===== config.mk =====
export PLATFORM = sky130hd
export DESIGN_NAME = spec_priv_tracker
export DESIGN_NICKNAME = d
export VERILOG_FILES = /design/src/rtl/spt_pkg.sv /design/src/rtl/spt_ckpt_file.sv /design/src/rtl/spt_future.sv /design/src/rtl/spt_commit.sv /design/src/rtl/spt_dec_chk.sv /design/src/rtl/spec_priv_tracker.sv
export SDC_FILE = /design/constraint.sdc
export NUM_CORES = 1
export LEC_CHECK = 0
export ABC_AREA = 1
export BUFFER_PORTS_ARGS = -buffer_cell sky130_fd_sc_hd__buf_2
export CORE_UTILIZATION = 48
export DETAILED_ROUTE_END_ITERATION = 16
export HOLD_SLACK_MARGIN = 0.02
export PLACE_DENSITY_LB_ADDON = 0.3
export SLEW_MARGIN = 20
export SYNTH_ARGS = -nofsm -noshare
export SYNTH_HDL_FRONTEND = slang
export SYNTH_HIERARCHICAL = 1
export SYNTH_SLANG_ARGS = --single-unit
export TNS_END_PERCENT = 50

===== constraint.sdc =====
create_clock -name clk -period 1.9 [get_ports clk]
set_clock_uncertainty 0.2 [all_clocks]
set_input_delay 0.19 -clock clk [delete_from_list [all_inputs] [get_ports clk]]
set_output_delay 0.19 -clock clk [all_outputs]
set_load 0.01 [all_outputs]

===== src/rtl/spt_pkg.sv =====
package spt_pkg;
   typedef enum logic {
      PM_USER  = 1'b0,
      PM_SUPER = 1'b1
   } pmode_e;
endpackage


===== src/rtl/spt_ckpt_file.sv =====
// Per-checkpoint saved level with a filled bit per slot.
module spt_ckpt_file #(
   parameter int   IDW        = 3,
   parameter logic RESET_MODE = 1'b1
) (
   input  logic           clk,
   input  logic           rst_n,
   input  logic           clear,
   input  logic           alloc,
   input  logic [IDW-1:0] alloc_id,
   input  logic           alloc_mode,
   input  logic           free,
   input  logic [IDW-1:0] free_id,
   input  logic [IDW-1:0] rd_id,
   output logic           rd_mode,
   output logic           rd_hit
);
   localparam int NSLOT = 1 << IDW;

   logic [NSLOT-1:0] slot_full;
   logic [NSLOT-1:0] slot_mode;

   for (genvar i = 0; i < NSLOT; i++) begin : g_slot
      logic full_r;
      logic mode_r;
      logic wr_hit;
      logic fr_hit;
      assign wr_hit = alloc && (alloc_id == IDW'(i));
      assign fr_hit = free && (free_id == IDW'(i));
      always_ff @(posedge clk or negedge rst_n) begin
         if (!rst_n) begin
            full_r <= 1'b0;
            mode_r <= RESET_MODE;
         end else if (clear) begin
            full_r <= 1'b0;
         end else if (wr_hit) begin
            full_r <= 1'b1;
            mode_r <= alloc_mode;
         end else if (fr_hit) begin
            full_r <= 1'b0;
         end
      end
      assign slot_full[i] = full_r;
      assign slot_mode[i] = mode_r;
   end

   assign rd_mode = slot_mode[rd_id];
   assign rd_hit  = slot_full[rd_id];
endmodule


===== src/rtl/spt_future.sv =====
// Fetch-side forward copy with same-cycle repair bypass.
module spt_future #(
   parameter logic RESET_MODE = 1'b1
) (
   input  logic clk,
   input  logic rst_n,
   input  logic flush,
   input  logic cm_mode,
   input  logic restore,
   input  logic ck_mode,
   input  logic ck_hit,
   input  logic fetch_chg,
   input  logic fetch_mode,
   output logic eff_mode,
   output logic fut_q
);
   logic fut_d;

   always_comb begin
      if (flush)        eff_mode = cm_mode;
      else if (restore) eff_mode = ck_hit ? ck_mode : cm_mode;
      else              eff_mode = fut_q;
   end

   always_comb begin
      if (flush || restore) fut_d = eff_mode;
      else if (fetch_chg)   fut_d = fetch_mode;
      else                  fut_d = fut_q;
   end

   always_ff @(posedge clk or negedge rst_n) begin
      if (!rst_n) fut_q <= RESET_MODE;
      else        fut_q <= fut_d;
   end
endmodule


===== src/rtl/spt_commit.sv =====
// Retire-side committed copy and precise exception request.
module spt_commit #(
   parameter logic RESET_MODE = 1'b1
) (
   input  logic clk,
   input  logic rst_n,
   input  logic rt_valid,
   input  logic rt_chg,
   input  logic rt_new_mode,
   input  logic rt_viol,
   output logic cm_q,
   output logic exc
);
   logic take;
   assign take = rt_valid && rt_chg && !rt_viol;
   assign exc  = rt_valid && rt_viol;

   always_ff @(posedge clk or negedge rst_n) begin
      if (!rst_n)    cm_q <= RESET_MODE;
      else if (take) cm_q <= rt_new_mode;
   end
endmodule


===== src/rtl/spt_dec_chk.sv =====
// Decode check of privileged ops against the fetch tag.
module spt_dec_chk
   import spt_pkg::*;
#(
   parameter bit DEC_REG = 1'b0
) (
   input  logic clk,
   input  logic rst_n,
   input  logic valid,
   input  logic priv,
   input  logic tag,
   output logic illegal
);
   logic hit;
   assign hit = valid && priv && (pmode_e'(tag) == PM_USER);

   if (DEC_REG) begin : g_reg
      logic hit_q;
      always_ff @(posedge clk or negedge rst_n) begin
         if (!rst_n) hit_q <= 1'b0;
         else        hit_q <= hit;
      end
      assign illegal = hit_q;
   end else begin : g_comb
      assign illegal = hit;
   end
endmodule


===== src/rtl/spec_priv_tracker.sv =====
module spec_priv_tracker #(
   parameter int   CKPT_IDW   = 3,
   parameter logic RESET_MODE = 1'b1,
   parameter bit   DEC_REG    = 1'b0
) (
   input  logic                clk,
   input  logic                rst_n,
   input  logic                fe_valid,
   input  logic                fe_chg,
   input  logic                fe_new_mode,
   output logic                fe_mode,
   input  logic                dec_valid,
   input  logic                dec_priv,
   input  logic                dec_tag,
   output logic                dec_illegal,
   input  logic                ck_alloc,
   input  logic [CKPT_IDW-1:0] ck_alloc_id,
   input  logic                ck_free,
   input  logic [CKPT_IDW-1:0] ck_free_id,
   input  logic                ck_restore,
   input  logic [CKPT_IDW-1:0] ck_restore_id,
   input  logic                flush,
   input  logic                rt_valid,
   input  logic                rt_chg,
   input  logic                rt_new_mode,
   input  logic                rt_viol,
   output logic                rt_exc,
   output logic                cm_mode
);
   localparam int NSLOT = 1 << CKPT_IDW;

   if (NSLOT < 8) begin : g_bad_depth
      $error("spec_priv_tracker: at least 8 checkpoints required");
   end

   logic ck_mode;
   logic ck_hit;
   logic fut_q;
   logic eff_mode;

   spt_commit #(.RESET_MODE(RESET_MODE)) u_commit (
      .clk(clk), .rst_n(rst_n), .rt_valid(rt_valid), .rt_chg(rt_chg),
      .rt_new_mode(rt_new_mode), .rt_viol(rt_viol), .cm_q(cm_mode), .exc(rt_exc)
   );

   spt_ckpt_file #(.IDW(CKPT_IDW), .RESET_MODE(RESET_MODE)) u_ckpt (
      .clk(clk), .rst_n(rst_n), .clear(flush), .alloc(ck_alloc),
      .alloc_id(ck_alloc_id), .alloc_mode(eff_mode), .free(ck_free),
      .free_id(ck_free_id), .rd_id(ck_restore_id), .rd_mode(ck_mode), .rd_hit(ck_hit)
   );

   spt_future #(.RESET_MODE(RESET_MODE)) u_future (
      .clk(clk), .rst_n(rst_n), .flush(flush), .cm_mode(cm_mode),
      .restore(ck_restore), .ck_mode(ck_mode), .ck_hit(ck_hit),
      .fetch_chg(fe_valid && fe_chg), .fetch_mode(fe_new_mode),
      .eff_mode(eff_mode), .fut_q(fut_q)
   );

   spt_dec_chk #(.DEC_REG(DEC_REG)) u_dec (
      .clk(clk), .rst_n(rst_n), .valid(dec_valid), .priv(dec_priv),
      .tag(dec_tag), .illegal(dec_illegal)
   );

   assign fe_mode = eff_mode;
endmodule


## After elaboration in Yosys (flattened, before gate mapping)

Cells that the tools add are included.
W data, S select, Z words.

- Logic and storage cells: 111
- Output and inout port bits: 4
- Bits of input ports: 25
- Register bits after elaboration: 18

- $lt $le $gt $ge: 1
- Bitwise gates (word level): 2
- Reductions and logical operators: 43
- Muxes and demuxes: 33
- Eq/ne operators: 14

Operators by type and width:

| operator | count |
|---|---|
| $mux W1 | 31 |
| $eq A3 B3 Y1 const B | 8 |
| $reduce_bool A3 Y1 | 8 |
| $logic_and A1 B1 Y1 | 22 |
| $reduce_and A2 Y1 | 8 |
| $eq A3 B2 Y1 const B | 4 |
| $bmux W1 S3 | 2 |
| $eq A3 B1 Y1 const B | 2 |
| $logic_not A3 Y1 | 2 |
| $lt A3 B4 Y1 const B | 1 |
| $not A1 Y1 | 2 |
| $reduce_bool A2 Y1 | 1 |
| $logic_not A1 Y1 | 1 |
| $logic_or A1 B1 Y1 | 1 |

## Depth between registers and ports, before layout

- Word-level depth: 6
- Gate-level depth with buffers: 13
- Depth with buffers taken out: 12

## Modules after synthesis

Netlist, hierarchy kept.

Modules (own cells, without submodules):

| module | seq. area each (um2) | area an instance (um2) | cells an instance | times used |
|---|---|---|---|---|
| spt_ckpt_file | 410.4 | 952.2 | 140 | 1 |
| spt_future | 26.3 | 97.6 | 17 | 1 |
| spt_commit | 26.3 | 56.3 | 8 | 1 |
| spt_dec_chk | 0.0 | 10.0 | 2 | 1 |
| spec_priv_tracker | 0.0 | 7.5 | 2 | 1 |

## Worst setup path before layout

No wires, ideal clock.

- Path type: flip-flop to flip-flop
- Start: register u_ckpt.g_slot[7].mode_r
- End: register u_ckpt.g_slot[0].mode_r
- Arrival: 1,340 ps
- Data required time: 1,628 ps
- Library setup time: 72 ps
- Period minus slack after synthesis: 1,612 ps
- Cell stages (with the launch flop): 13
- Slack: 288 ps
- Path buffers: 0
- Path through: dfstp_2 > inv_1 > nand2_1 > nand3_1 > nand2_1 > nand2_1 > nand2_1 > inv_1 > nand3_1 > nand3_2 > nand2_1 > inv_1 > o21ai_1

- Cells in the longest elaborated chain, start to end: 5

RTL lines:

| what | line | RTL |
|---|---|---|
| from (decl) | spt_ckpt_file.sv:25 | `logic mode_r;` |
| from (signal assigned) | spt_ckpt_file.sv:38 | `mode_r <= alloc_mode;` |
| $bmux W1 S3 | spt_ckpt_file.sv:47 | `assign rd_mode = slot_mode[rd_id];` |
| $mux W1 (implied by the code) | spt_ckpt_file.sv:47 |  |
| net ck_mode | spec_priv_tracker.sv:36 | `logic ck_mode;` |
| $mux W1 (2 in a row) | spt_future.sv:21 | `else if (restore) eff_mode = ck_hit ? ck_mode : cm_mode;` |
| $mux W1 | spt_future.sv:20 | `if (flush) eff_mode = cm_mode;` |
| net fe_mode | spec_priv_tracker.sv:11 | `output logic fe_mode,` |
| to (signal assigned) | spt_ckpt_file.sv:38 |  |
| to (decl) | spt_ckpt_file.sv:25 |  |

The timed path passes the listed nets, and every way through them passes these cells. The select of a mux whose other input is x is not followed.
A chain may end at the register's enable or synchronous reset.

## Worst setup path in the final report

- Start: register u_ckpt.g_slot[4].mode_r
- End: output port fe_mode

- Cells in the longest elaborated chain, start to end: 5

RTL lines:

| what | line |
|---|---|
| from (decl) | spt_ckpt_file.sv:25 |
| from (signal assigned) | spt_ckpt_file.sv:38 |
| $bmux W1 S3 | spt_ckpt_file.sv:47 |
| $mux W1 (implied by the code) | spt_ckpt_file.sv:47 |
| net ck_mode | spec_priv_tracker.sv:36 |
| $mux W1 (2 in a row) | spt_future.sv:21 |
| $mux W1 | spt_future.sv:20 |
| to (decl) | spec_priv_tracker.sv:11 |

The timed path passes the listed nets, and every way through them passes these cells. The select of a mux whose other input is x is not followed.

==> impl_metrics.tcl <==
set metrics [dict create \
    async_reset_ff_share_pct 100 \
    max_cap_viol_count 0 \
    syn2layout_area_growth_pct 33.0 \
    yosysMostFrequentCell "nand2_1" \
    p_leak_nw 0.841 \
    cp-start-kind "register" \
    synth_flop_cell "dfstp_2" \
    wl_um 2750 \
    setup_ws_ps -39.1 \
    dieArea_um2 2540 \
    synth_top_area_share_pct 23.4 \
    synth_cell_type_count 19 \
    cts_max_path_buffers 2 \
    cts_sinks 18 \
    syn_area_per_cell_um2 6.65 \
    portBuffers 28 \
    final.setup.tns_ps -39.1 \
    vias 1169 \
    multi_input_area_um2 534 \
    ys_warn_count 6 \
    row_count 17 \
    wl_per_cell_um 11.3 \
    critPathSlowestCell "dfstp_2" \
    status "complete, but fails checks" \
    crit_chain "inv_2, nand2_2, nand3_2, nand2_1, nand2_1, nand2_1, inv_1, nand3_2, nand3_2, nand2_2, buf_6" \
    h-tree-depth 1 \
    crit_fanout 2 \
    die_h_um 50.4 \
    fin_util_pct 67.5 \
    synth_edf_count 0 \
    clk_latency_ps 290 \
    synth_common_cells "nand2_1 (70), inv_1 (34), nand3_1 (16), dfstp_2 (10), o21ai_1 (10)" \
    tightest_slew_ps 400 \
    dp_hpwl_um 2050 \
    violations "negative setup slack" \
    cts_buffers 3 \
    core_um2 2210 \
    irDropWorstVdd_uv 488 \
    synth_area_leader_cell "dfstp_2" \
    fmax_mhz 516 \
    finalCriticalPeriod_ps 1940 \
    post-place-ws_ps 141 \
    die_w_um 50.4 \
    cts_tree "done" \
    arrival_ps 1550 \
    grt_pass1_wl_um 4730 \
    crit_type "reg2out" \
    layout-drive-gt1-share_pct 31.6 \
    crit_required_ps 1510 \
    power_density_nw_per_um2 701 \
    antenna_found_initial 0 \
    grt_max_degree 19 \
    drt_iter0_markers 19 \
    hold_viol 0 \
    finalMaxSlewViolations 0 \
    relSlewSlack_pct 73.3 \
    grt_pass1_vias 1109 \
    regArea_um2 463 \
    gr-total-overflow 0 \
    boundaryPins 29 \
    synth.cell_area_um2 1120 \
    ys_seq_area_share_pct 41.2 \
    gp_congestion 0.768 \
    grt.total_usage_pct 25.0 \
    synth-seq-cells 18 \
    firstDrtPassIters 4 \
    hold_class "in2reg" \
    syn_nets 194 \
    setup_viol 1 \
    syn_inst 169 \
    cts-root-buf "clkbuf_4" \
    synthTopCellsByArea "dfstp_2 (23%), nand2_1 (23%), dfrtp_1 (18%), inv_1 (11%), nand3_1 (7.1%)" \
    antennaDiodeCount 0 \
    start_util_pct 50.8 \
    ant_nets 0 \
    p_total_mw 1.05 \
    rsz0062_at_grt "true" \
    cpPeakStageDelay_ps 560 \
    n_fill_cell 195 \
    drcViolationCount 0 \
    nets 241 \
    clkTransAtPathRegs_ps 100 \
    cp-end-kind "output port" \
    finalCritPeriodShare_pct 102 \
    viasPerCell 4.81 \
]
[final timing paths]
path / cells past startpoint / end / start / slack, ps
setup / recovery: 11 / fe_mode / u_ckpt/g_slot[4].mode_r / -40
hold / removal: 4 / u_ckpt/g_slot[0].mode_r / ck_alloc_id[0] / 30
setup reg to reg: 14 / u_future/fut_q / u_ckpt/g_slot[4].mode_r / 30
hold reg to reg: 2 / u_commit/cm_q / u_commit/cm_q / 280
max in group asynchronous: 2 / u_ckpt/g_slot[4].mode_r / rst_n / 1030
min in group asynchronous: 2 / u_ckpt/g_slot[1].full_r / rst_n / 150
[layout make-up]
cell class                 count  share of cell area, %
sequential                    18                   31.0
tap                           28                   2.35
clock buffer                   4                   2.43
timing repair buffer          43                   18.8
multi-input combinational    113                   35.8
inverter                      37                   9.63
[flip-flops by register name, summed over array words and instances, names as in the netlist]
register / cells
u_ckpt/g_slot.full_r: 8
u_ckpt/g_slot.mode_r: 8
u_commit/cm_q: 1
u_future/fut_q: 1
[power breakdown]
part / leakage, nW / total (mW) / switching (mW) / internal, mW
registers: 0.214 / 0.508 / 0.0361 / 0.472
clock network: 0.0210 / 0.236 / 0.119 / 0.117
logic: 0.606 / 0.304 / 0.167 / 0.137
[routing by layer]
metal | vias up | GRT usage [%] | share of wire [%]
li1 | 601 | - | -
met1 | 530 | 31.7 | 45
met2 | 36 | 44.4 | 50
met3 | 2 | 1.82 | 4.8
met4 | 0 | 8.33 | 0.62
met5 | - | 0 | 0
[cells by family after synthesis]
family | synth area share, %
buf+inv | 13.5
simple gates | 40.2
flops | 41.2
compound gates | 5.12
[critical path: cells and delay by family, from the launching register on]
family | cells | cell delay, ps
flops | 1 | 560
simple gates | 8 | 510
buf+inv | 3 | 190
[cells in the final DEF (no fill, tap or decap), types with 2 or more instances in the layout]
master / count
buf_2: 27
buf_4: 6
clkbuf_4: 3
dfrtp_1: 8
dfstp_2: 10
dlygate4sd3_1: 9
inv_1: 31
inv_2: 4
inv_4: 2
nand2_1: 67
nand2_2: 4
nand3_1: 14
nand3_2: 3
nor2_1: 7
nor2_2: 2
o21ai_1: 8
o21ai_2: 2
[metrics by stage]
stage	cells	hold slack, ps	cell area (µm²)
4_1_cts	243	24.6	1480
6_report	243	34.0	1490
2_1_floorplan	169	-306	1120
3_3_place_gp	224	-66.6	1290
3_5_place_dp	224	-63.6	1290
5_1_grt	243	57.7	1490
[repair_timing]
item                       4_1_cts  5_1_grt
hold endpoints to repair        21        0
setup buffers                    6        0
setup endpoints to repair        1       10
resized for setup                4        7
hold buffers                     9        0
pin swaps                        6        4
(Power assumes the default switching activity.)
